## src/rtl/dvfs_pkg.sv

```systemverilog
`timescale 1ns/1ps
package dvfs_pkg;
    localparam int CODE_W   = 5;
    localparam int VAL_W    = 16;
    localparam int WORD_W   = 32;
    localparam int N_FIELDS = 3;
    localparam int unsigned FIELD_LSB [N_FIELDS] = '{0, 9, 18};
    localparam int MV_BASE  = 700;
    localparam int MV_STEP  = 25;
    localparam int MV_LO    = 725;
    localparam int MV_HI    = 1450;

    typedef logic [CODE_W-1:0] code_t;
    typedef logic [VAL_W-1:0]  val_t;
    typedef logic [WORD_W-1:0] word_t;

    typedef enum logic [2:0] {
        ST_IDLE,
        ST_CLK_DOWN,
        ST_VOLT,
        ST_SETTLE,
        ST_FINISH
    } seq_state_e;

    typedef struct packed {
        logic  raise;
        code_t code;
        val_t  mhz;
    } step_t;

    function automatic code_t mv_to_code(input val_t mv);
        if (mv < val_t'(MV_LO))
            return '0;
        else if (mv > val_t'(MV_HI))
            return '1;
        else
            return code_t'((mv - val_t'(MV_BASE)) / val_t'(MV_STEP));
    endfunction

    function automatic val_t code_to_mv(input code_t c);
        return val_t'(c) * val_t'(MV_STEP) + val_t'(MV_BASE);
    endfunction

    function automatic val_t tab_pick(input logic [4*VAL_W-1:0] tab, input logic [1:0] idx);
        return tab[idx*VAL_W +: VAL_W];
    endfunction

    function automatic word_t field_mask();
        word_t m;
        m = '0;
        for (int k = 0; k < N_FIELDS; k++)
            m = m | (word_t'({CODE_W{1'b1}}) << FIELD_LSB[k]);
        return m;
    endfunction
endpackage

```

## src/rtl/dvfs_settle_timer.sv

```systemverilog
`timescale 1ns/1ps
module dvfs_settle_timer #(
    parameter int TICK_DIV = 250,
    parameter int US_W     = 7
) (
    input  logic            clk,
    input  logic            rst,
    input  logic            load,
    input  logic [US_W-1:0] us_in,
    output logic            expired
);
    localparam int PRE_W = (TICK_DIV > 1) ? $clog2(TICK_DIV) : 1;
    localparam logic [PRE_W-1:0] PRE_TOP = PRE_W'(TICK_DIV - 1);

    logic [PRE_W-1:0] pre_q;
    logic [US_W-1:0]  us_left_q;

    always_ff @(posedge clk) begin
        if (rst) begin
            pre_q     <= '0;
            us_left_q <= '0;
        end else if (load) begin
            pre_q     <= PRE_TOP;
            us_left_q <= us_in;
        end else if (us_left_q != '0) begin
            if (pre_q == '0) begin
                pre_q     <= PRE_TOP;
                us_left_q <= us_left_q - 1'b1;
            end else begin
                pre_q <= pre_q - 1'b1;
            end
        end
    end

    assign expired = (us_left_q == US_W'(1)) && (pre_q == '0);
endmodule

```

## src/rtl/dvfs_ctrl_word.sv

```systemverilog
`timescale 1ns/1ps
module dvfs_ctrl_word
    import dvfs_pkg::*;
#(
    parameter word_t RESET_WORD = '0
) (
    input  logic  clk,
    input  logic  rst,
    input  logic  wr_en,
    input  code_t code,
    output word_t word
);
    localparam word_t MASK = field_mask();

    word_t field_val [N_FIELDS];
    word_t merged;
    word_t word_q;

    for (genvar g = 0; g < N_FIELDS; g++) begin : g_field
        assign field_val[g] = word_t'(code) << FIELD_LSB[g];
    end

    always_comb begin
        merged = word_q & ~MASK;
        for (int k = 0; k < N_FIELDS; k++)
            merged = merged | field_val[k];
    end

    always_ff @(posedge clk) begin
        if (rst)
            word_q <= RESET_WORD & ~MASK;
        else if (wr_en)
            word_q <= merged;
    end

    assign word = word_q;
endmodule

```

## src/rtl/dvfs_seq.sv

```systemverilog
`timescale 1ns/1ps
module dvfs_seq
    import dvfs_pkg::*;
#(
    parameter int                   TICK_DIV    = 250,
    parameter int                   US_PER_STEP = 3,
    parameter int                   FIRST_STEPS = 28,
    parameter logic [4*VAL_W-1:0]   MHZ_TAB     = {16'd1200, 16'd996, 16'd852, 16'd792},
    parameter logic [4*VAL_W-1:0]   MV_TAB      = {16'd1275, 16'd1225, 16'd1225, 16'd1150},
    parameter logic [WORD_W-1:0]    RESET_WORD  = '0
) (
    input  logic        clk,
    input  logic        rst,
    input  logic [1:0]  speed_grade,
    input  logic        go_fast,
    input  logic        go_slow,
    output logic [31:0] ctrl_word,
    output logic [15:0] clk_mhz,
    output logic [15:0] core_mv,
    output logic        busy,
    output logic        done
);
    localparam int FIRST_US = FIRST_STEPS * US_PER_STEP;
    localparam int STEP_US  = ((1 << CODE_W) - 1) * US_PER_STEP;
    localparam int MAX_US   = (FIRST_US > STEP_US) ? FIRST_US : STEP_US;
    localparam int US_W     = $clog2(MAX_US + 1);

    seq_state_e  state_q;
    step_t       step_q;
    code_t       cur_code_q;
    logic        first_done_q;
    val_t        clk_mhz_q;
    logic        done_q;

    val_t        hi_mhz, lo_mhz;
    code_t       hi_code, lo_code;
    logic        fast_ok, slow_ok;
    logic        same_code;
    logic [US_W-1:0] wait_us;
    logic        wr_en, tmr_load, tmr_expired;

    assign hi_mhz  = tab_pick(MHZ_TAB, speed_grade);
    assign lo_mhz  = tab_pick(MHZ_TAB, 2'd0);
    assign hi_code = mv_to_code(tab_pick(MV_TAB, speed_grade));
    assign lo_code = mv_to_code(tab_pick(MV_TAB, 2'd0));

    assign fast_ok = go_fast && (clk_mhz_q < hi_mhz);
    assign slow_ok = go_slow && !go_fast && (clk_mhz_q > lo_mhz);

    always_comb begin
        same_code = first_done_q && (step_q.code == cur_code_q);
        if (!first_done_q)
            wait_us = US_W'(FIRST_US);
        else if (step_q.code > cur_code_q)
            wait_us = US_W'(step_q.code - cur_code_q) * US_W'(US_PER_STEP);
        else
            wait_us = '0;
    end

    assign wr_en    = (state_q == ST_VOLT) && !same_code;
    assign tmr_load = wr_en && (wait_us != '0);

    always_ff @(posedge clk) begin
        if (rst) begin
            state_q      <= ST_IDLE;
            step_q       <= '0;
            cur_code_q   <= '0;
            first_done_q <= 1'b0;
            clk_mhz_q    <= tab_pick(MHZ_TAB, 2'd0);
            done_q       <= 1'b0;
        end else begin
            done_q <= 1'b0;
            unique case (state_q)
                ST_IDLE: begin
                    if (fast_ok) begin
                        step_q  <= '{raise: 1'b1, code: hi_code, mhz: hi_mhz};
                        state_q <= ST_VOLT;
                    end else if (slow_ok) begin
                        step_q  <= '{raise: 1'b0, code: lo_code, mhz: lo_mhz};
                        state_q <= ST_CLK_DOWN;
                    end
                end
                ST_CLK_DOWN: begin
                    clk_mhz_q <= step_q.mhz;
                    state_q   <= ST_VOLT;
                end
                ST_VOLT: begin
                    if (!same_code) begin
                        cur_code_q   <= step_q.code;
                        first_done_q <= 1'b1;
                    end
                    state_q <= tmr_load ? ST_SETTLE : ST_FINISH;
                end
                ST_SETTLE: begin
                    if (tmr_expired)
                        state_q <= ST_FINISH;
                end
                ST_FINISH: begin
                    if (step_q.raise)
                        clk_mhz_q <= step_q.mhz;
                    done_q  <= 1'b1;
                    state_q <= ST_IDLE;
                end
                default: state_q <= ST_IDLE;
            endcase
        end
    end

    dvfs_settle_timer #(
        .TICK_DIV (TICK_DIV),
        .US_W     (US_W)
    ) u_timer (
        .clk     (clk),
        .rst     (rst),
        .load    (tmr_load),
        .us_in   (wait_us),
        .expired (tmr_expired)
    );

    dvfs_ctrl_word #(
        .RESET_WORD (RESET_WORD)
    ) u_word (
        .clk   (clk),
        .rst   (rst),
        .wr_en (wr_en),
        .code  (step_q.code),
        .word  (ctrl_word)
    );

    assign clk_mhz = clk_mhz_q;
    assign core_mv = code_to_mv(cur_code_q);
    assign busy    = (state_q != ST_IDLE);
    assign done    = done_q;
endmodule

```

## config.mk

```make
export PLATFORM = sky130hd
export DESIGN_NAME = dvfs_seq
export DESIGN_NICKNAME = d
export VERILOG_FILES = /design/src/rtl/dvfs_pkg.sv /design/src/rtl/dvfs_settle_timer.sv /design/src/rtl/dvfs_ctrl_word.sv /design/src/rtl/dvfs_seq.sv
export SDC_FILE = /design/constraint.sdc
export NUM_CORES = 1
export LEC_CHECK = 0
export BUFFER_PORTS_ARGS = -buffer_cell sky130_fd_sc_hd__buf_4
export CAP_MARGIN = 20
export CORE_MARGIN = 1
export CORE_UTILIZATION = 60
export CTS_CLUSTER_DIAMETER = 120
export DETAILED_ROUTE_END_ITERATION = 12
export PLACE_DENSITY_LB_ADDON = 0.2
export SLEW_MARGIN = 20
export SYNTH_ARGS = -nofsm -noshare
export SYNTH_HDL_FRONTEND = slang
export SYNTH_SLANG_ARGS = --single-unit
```

## constraint.sdc

```tcl
create_clock -name clk -period 9.4 [get_ports clk]
set_input_delay 1.88 -clock clk [delete_from_list [all_inputs] [get_ports clk]]
set_output_delay 1.88 -clock clk [all_outputs]
set_load 0.1 [all_outputs]
```

==> impl_metrics.csv <==
group,metric,value,unit
placed_design,hpwl,4.552,mm
yosys,synthMuxAreaShare,4.011,%
clocking,cts_htree_levels,2,
yosys,syn_avg_cell_area,8.782,um2
clocking,clk_path_buf_depth,2,
routing,drc,0,
die,die_y,75.89,um
die,io_pins,72,
setup_path,crit_chain,"inv_1, ha_1, xnor2_1, xnor2_1, ha_1, ha_1, fa_1, a21oi_1, nor2_1, nor2_1, o21bai_1, a21oi_1, xor2_1, buf_4",
placed_design,dp.cells,462,
setup_path,cp_max_fo,14,
yosys,yosys.area_share.simple,14.51,%
die,coreArea,5172,um2
yosys,synth_cell_types,57,
run,drv_cap,0,
clocking,post_cts.repair.setup_buffers,0,
setup_path,cpPeakStageDelay,0.59,ns
yosys,synth_compound_area_share,16.04,%
setup_path,required,7.52,ns
grt,grt_overflow,0,
cells_and_area,final_nets,452,
clocking,clock_sinks,41,
clocking,worstSkewPairLatency,0.30,ns
clocking,clkSlewWorstSetupHoldPaths,0.08,ns
yosys,synth_edf_count,0,
timing,fin_crit_sh,59.85,%
setup_path,critPathKind,"flip-flop to output port",
timing,hold_violations,0,
yosys,ys.warnings.count,0,
routing,routed_wl,5.999,mm
cells_and_area,layout.cells.non_filler,470,
grt,antenna_found_initial,0,
yosys,synth_xor_area_share,4.813,%
timing,final-setup-viol-count,0,
setup_path,crit_family,"adder cells",
routing,vias,2548,
cells_and_area,fillers,451,
timing,slew_headroom,45.91,%
die,chipWidth,75.89,um
yosys,synthFlopType,"dfxtp_1",
routing,detail_route.first_pass.iterations,4,
grt,grt_max_degree,35,
routing,wl_per_cell,12.76,um
setup_path,cp_common_cell,"ha_1",
cells_and_area,antenna_cells,0,
power_and_ir_drop,power.density,364.7,nW/um2
yosys,synth_top_family_by_area,"adder cells",
setup_path,reg2reg_depth,12,
worst_hold_path,min-delay-start,"step_q[4]$_SDFFE_PP0P_",
grt,grt_pass1_wl,9.735,mm
grt,first_global_vias,2216,
setup_path,end_kind,"output port",
die,initial_core_util,63.33,%
worst_hold_path,whs_endpoint,"step_q[4]$_SDFFE_PP0P_",
clocking,cts_resized,0,
timing,rsz0062_at_grt,"no",
timing,min_period,5.626,ns
timing,fmax,177.8,MHz
setup_path,startpoint_type,"flip-flop",
setup_path,cp.arrival,3.75,ns
clocking,cts_buffers,5,
yosys,ys_async_sr_fraction,0,%
clocking,cts_tree,"done",
clocking,cts_hold_buf,0,
cells_and_area,layout-drive-gt1-share,16.00,%
placed_design,place_congestion,0.8492,
timing,tns,0,ns
die,rows,26,
routing,detail-route-antenna-nets,0,
worst_hold_path,hold_path_class,"flip-flop to flip-flop",
placed_design,io_buffers,42,
setup_path,r2r-end,"u_timer.us_left_q[2]$_SDFFE_PP0P_",
cells_and_area,syn_to_final_growth,6.379,%
setup_path,regToRegSetupSlack,5.40,ns
timing,worst_pin_slew,0.8114,ns
timing,maxSlewViolCount,0,
routing,first_iter_violations,100,
clocking,clockRootBuffer,"clkbuf_8",
routing,via_per_inst,5.421,
die,die_area,5759,um2
worst_hold_path,hold_depth,2,
yosys,synth_fa_ha_area_share,18.87,%
power_and_ir_drop,vdd_ir_drop_max,0.0002664,V
yosys,synth_seq_area_share,25.06,%
yosys,ys_ff_latch,41,
run_status,status,"finished, final reports clean",
grt,grtUsageTotal,21.91,%
yosys,synthesis.area,3276,um2
timing,finClkSkew,0.01349,ns
setup_path,r2r-start,"cur_code_q[2]$_SDFFE_PP0P_",
timing,hold_slack,0.4767,ns
setup_path,cp.buffers_inverters,2,
power_and_ir_drop,p_leak,0.001624,uW
yosys,syn_inst,373,
setup_path,cp_slowest_cell,"dfxtp_1",
cell usage in the layout, fill, tap and decap left out, types with 2 or more instances in the layout:
master	netlist	routed
or3_1	5	5
ha_1	43	43
nand2b_1	6	6
fa_1	4	4
or4_4	2	2
conb_1	1	29
inv_1	43	43
nand4_1	2	2
nand3_1	5	5
mux2i_1	12	12
o21ai_0	8	8
xnor2_1	14	14
o21a_1	3	3
buf_4	46	42
a31o_2	2	2
nor4b_1	2	2
nor3_1	10	10
o211ai_1	2	2
a21oi_1	29	29
clkbuf_8	1	5
o21bai_1	3	3
a22o_1	5	5
nor2_1	19	19
nor3b_1	3	3
o31ai_1	2	2
dfxtp_1	41	41
nand2_1	15	15
nor3_2	2	2
or4_1	2	2
xor2_1	4	4
a221oi_1	4	4
clkinv_2	0	2
a21o_1	6	6
synth_stat cells (5+ instances only):
cell type	count	area share, %
inv_1	43	4.9
dfxtp_1	41	25
a22o_1	5	1.3
xnor2_1	14	3.7
nand2_1	15	1.7
ha_1	43	16
or3_1	5	0.95
nand3_1	5	0.76
a21oi_1	29	4.4
mux2i_1	12	3.7
o21ai_0	8	1.2
a21o_1	6	1.4
nand2b_1	6	1.1
nor2_1	19	2.2
buf_4	46	11
nor3_1	10	1.5
layer usage:
metal | global-route usage, % | share of wire (%) | vias up
li1 | - | - | 1273
met1 | 27.97 | 46 | 1207
met2 | 37.66 | 49 | 62
met3 | 3.307 | 3.5 | 6
met4 | 7.407 | 1.1 | 0
met5 | 0 | 0 | -
stage by stage:
step / worst slack [ns] / power [uW] / area [um2] / utilization, %
detailed placement: 4.063 / 1155 / 3402 / 65.77
CTS: 3.741 / 1271 / 3485 / 67.37
floorplan: 1.808 / 1036 / 3381 / -
finish: 3.774 / 1271 / 3485 / 67.37
global placement: 4.199 / 1142 / 3402 / 65.77
global route: 3.449 / 1368 / 3485 / 67.37
report_power, final:
group          internal [uW]  switching (uW)
sequential               225            55.5
combinational            287             591
clock                   51.5            60.6
total                    563             707
cells by family (layout without fill, tap and decap cells):
family                   count (synthesis)  count (layout)
AO/OA/AOI/OAI                           77              77
XOR/XNOR                                18              18
adder cells (fa/ha/maj)                 47              47
buffers and inverters                   94              93
flip-flops                              41              41
multiplexers                            13              13
other                                    1              29
AND/OR/NAND/NOR                         82              82
tightest hold or removal path: stages (launching register included):
cell,delay (ns)
dfxtp_1,0.31
inv_1,0.05
a221oi_1,0.06
flip-flops by register name, indices dropped and copies added, names as in the netlist:
signal             count
cur_code_q             3
first_done_q           1
u_timer.pre_q          8
u_word.word            1
clk_mhz                6
step_q                11
u_timer.us_left_q      7
state_q                3
done                   1
worst max-delay path by stage:
stage | from | endpoint | slack (ns) | cells past startpoint
after global routing | cur_code_q[2]$_SDFFE_PP0P_ | core_mv[10] | 3.45 | 14
after floorplan | cur_code_q[2]$_SDFFE_PP0P_ | core_mv[10] | 1.81 | 13
after detailed placement | cur_code_q[2]$_SDFFE_PP0P_ | core_mv[10] | 4.06 | 14
final | cur_code_q[2]$_SDFFE_PP0P_ | core_mv[10] | 3.77 | 14
after CTS | cur_code_q[2]$_SDFFE_PP0P_ | core_mv[10] | 3.74 | 14
after global placement | cur_code_q[2]$_SDFFE_PP0P_ | core_mv[10] | 4.20 | 14
layout make-up:
| cell class | instances | area [um2] | area share [%] |
|---|---|---|---|
| multi-input combinational | 266 | 2017 | 57.88 |
| sequential | 41 | 820.8 | 23.55 |
| clock buffer | 6 | 72.57 | 2.083 |
| timing repair buffer | 42 | 315.3 | 9.048 |
| tap | 70 | 87.58 | 2.513 |
| clock inverter | 2 | 10.01 | 0.2873 |
| inverter | 43 | 161.4 | 4.632 |
(Power assumes the default switching activity.)
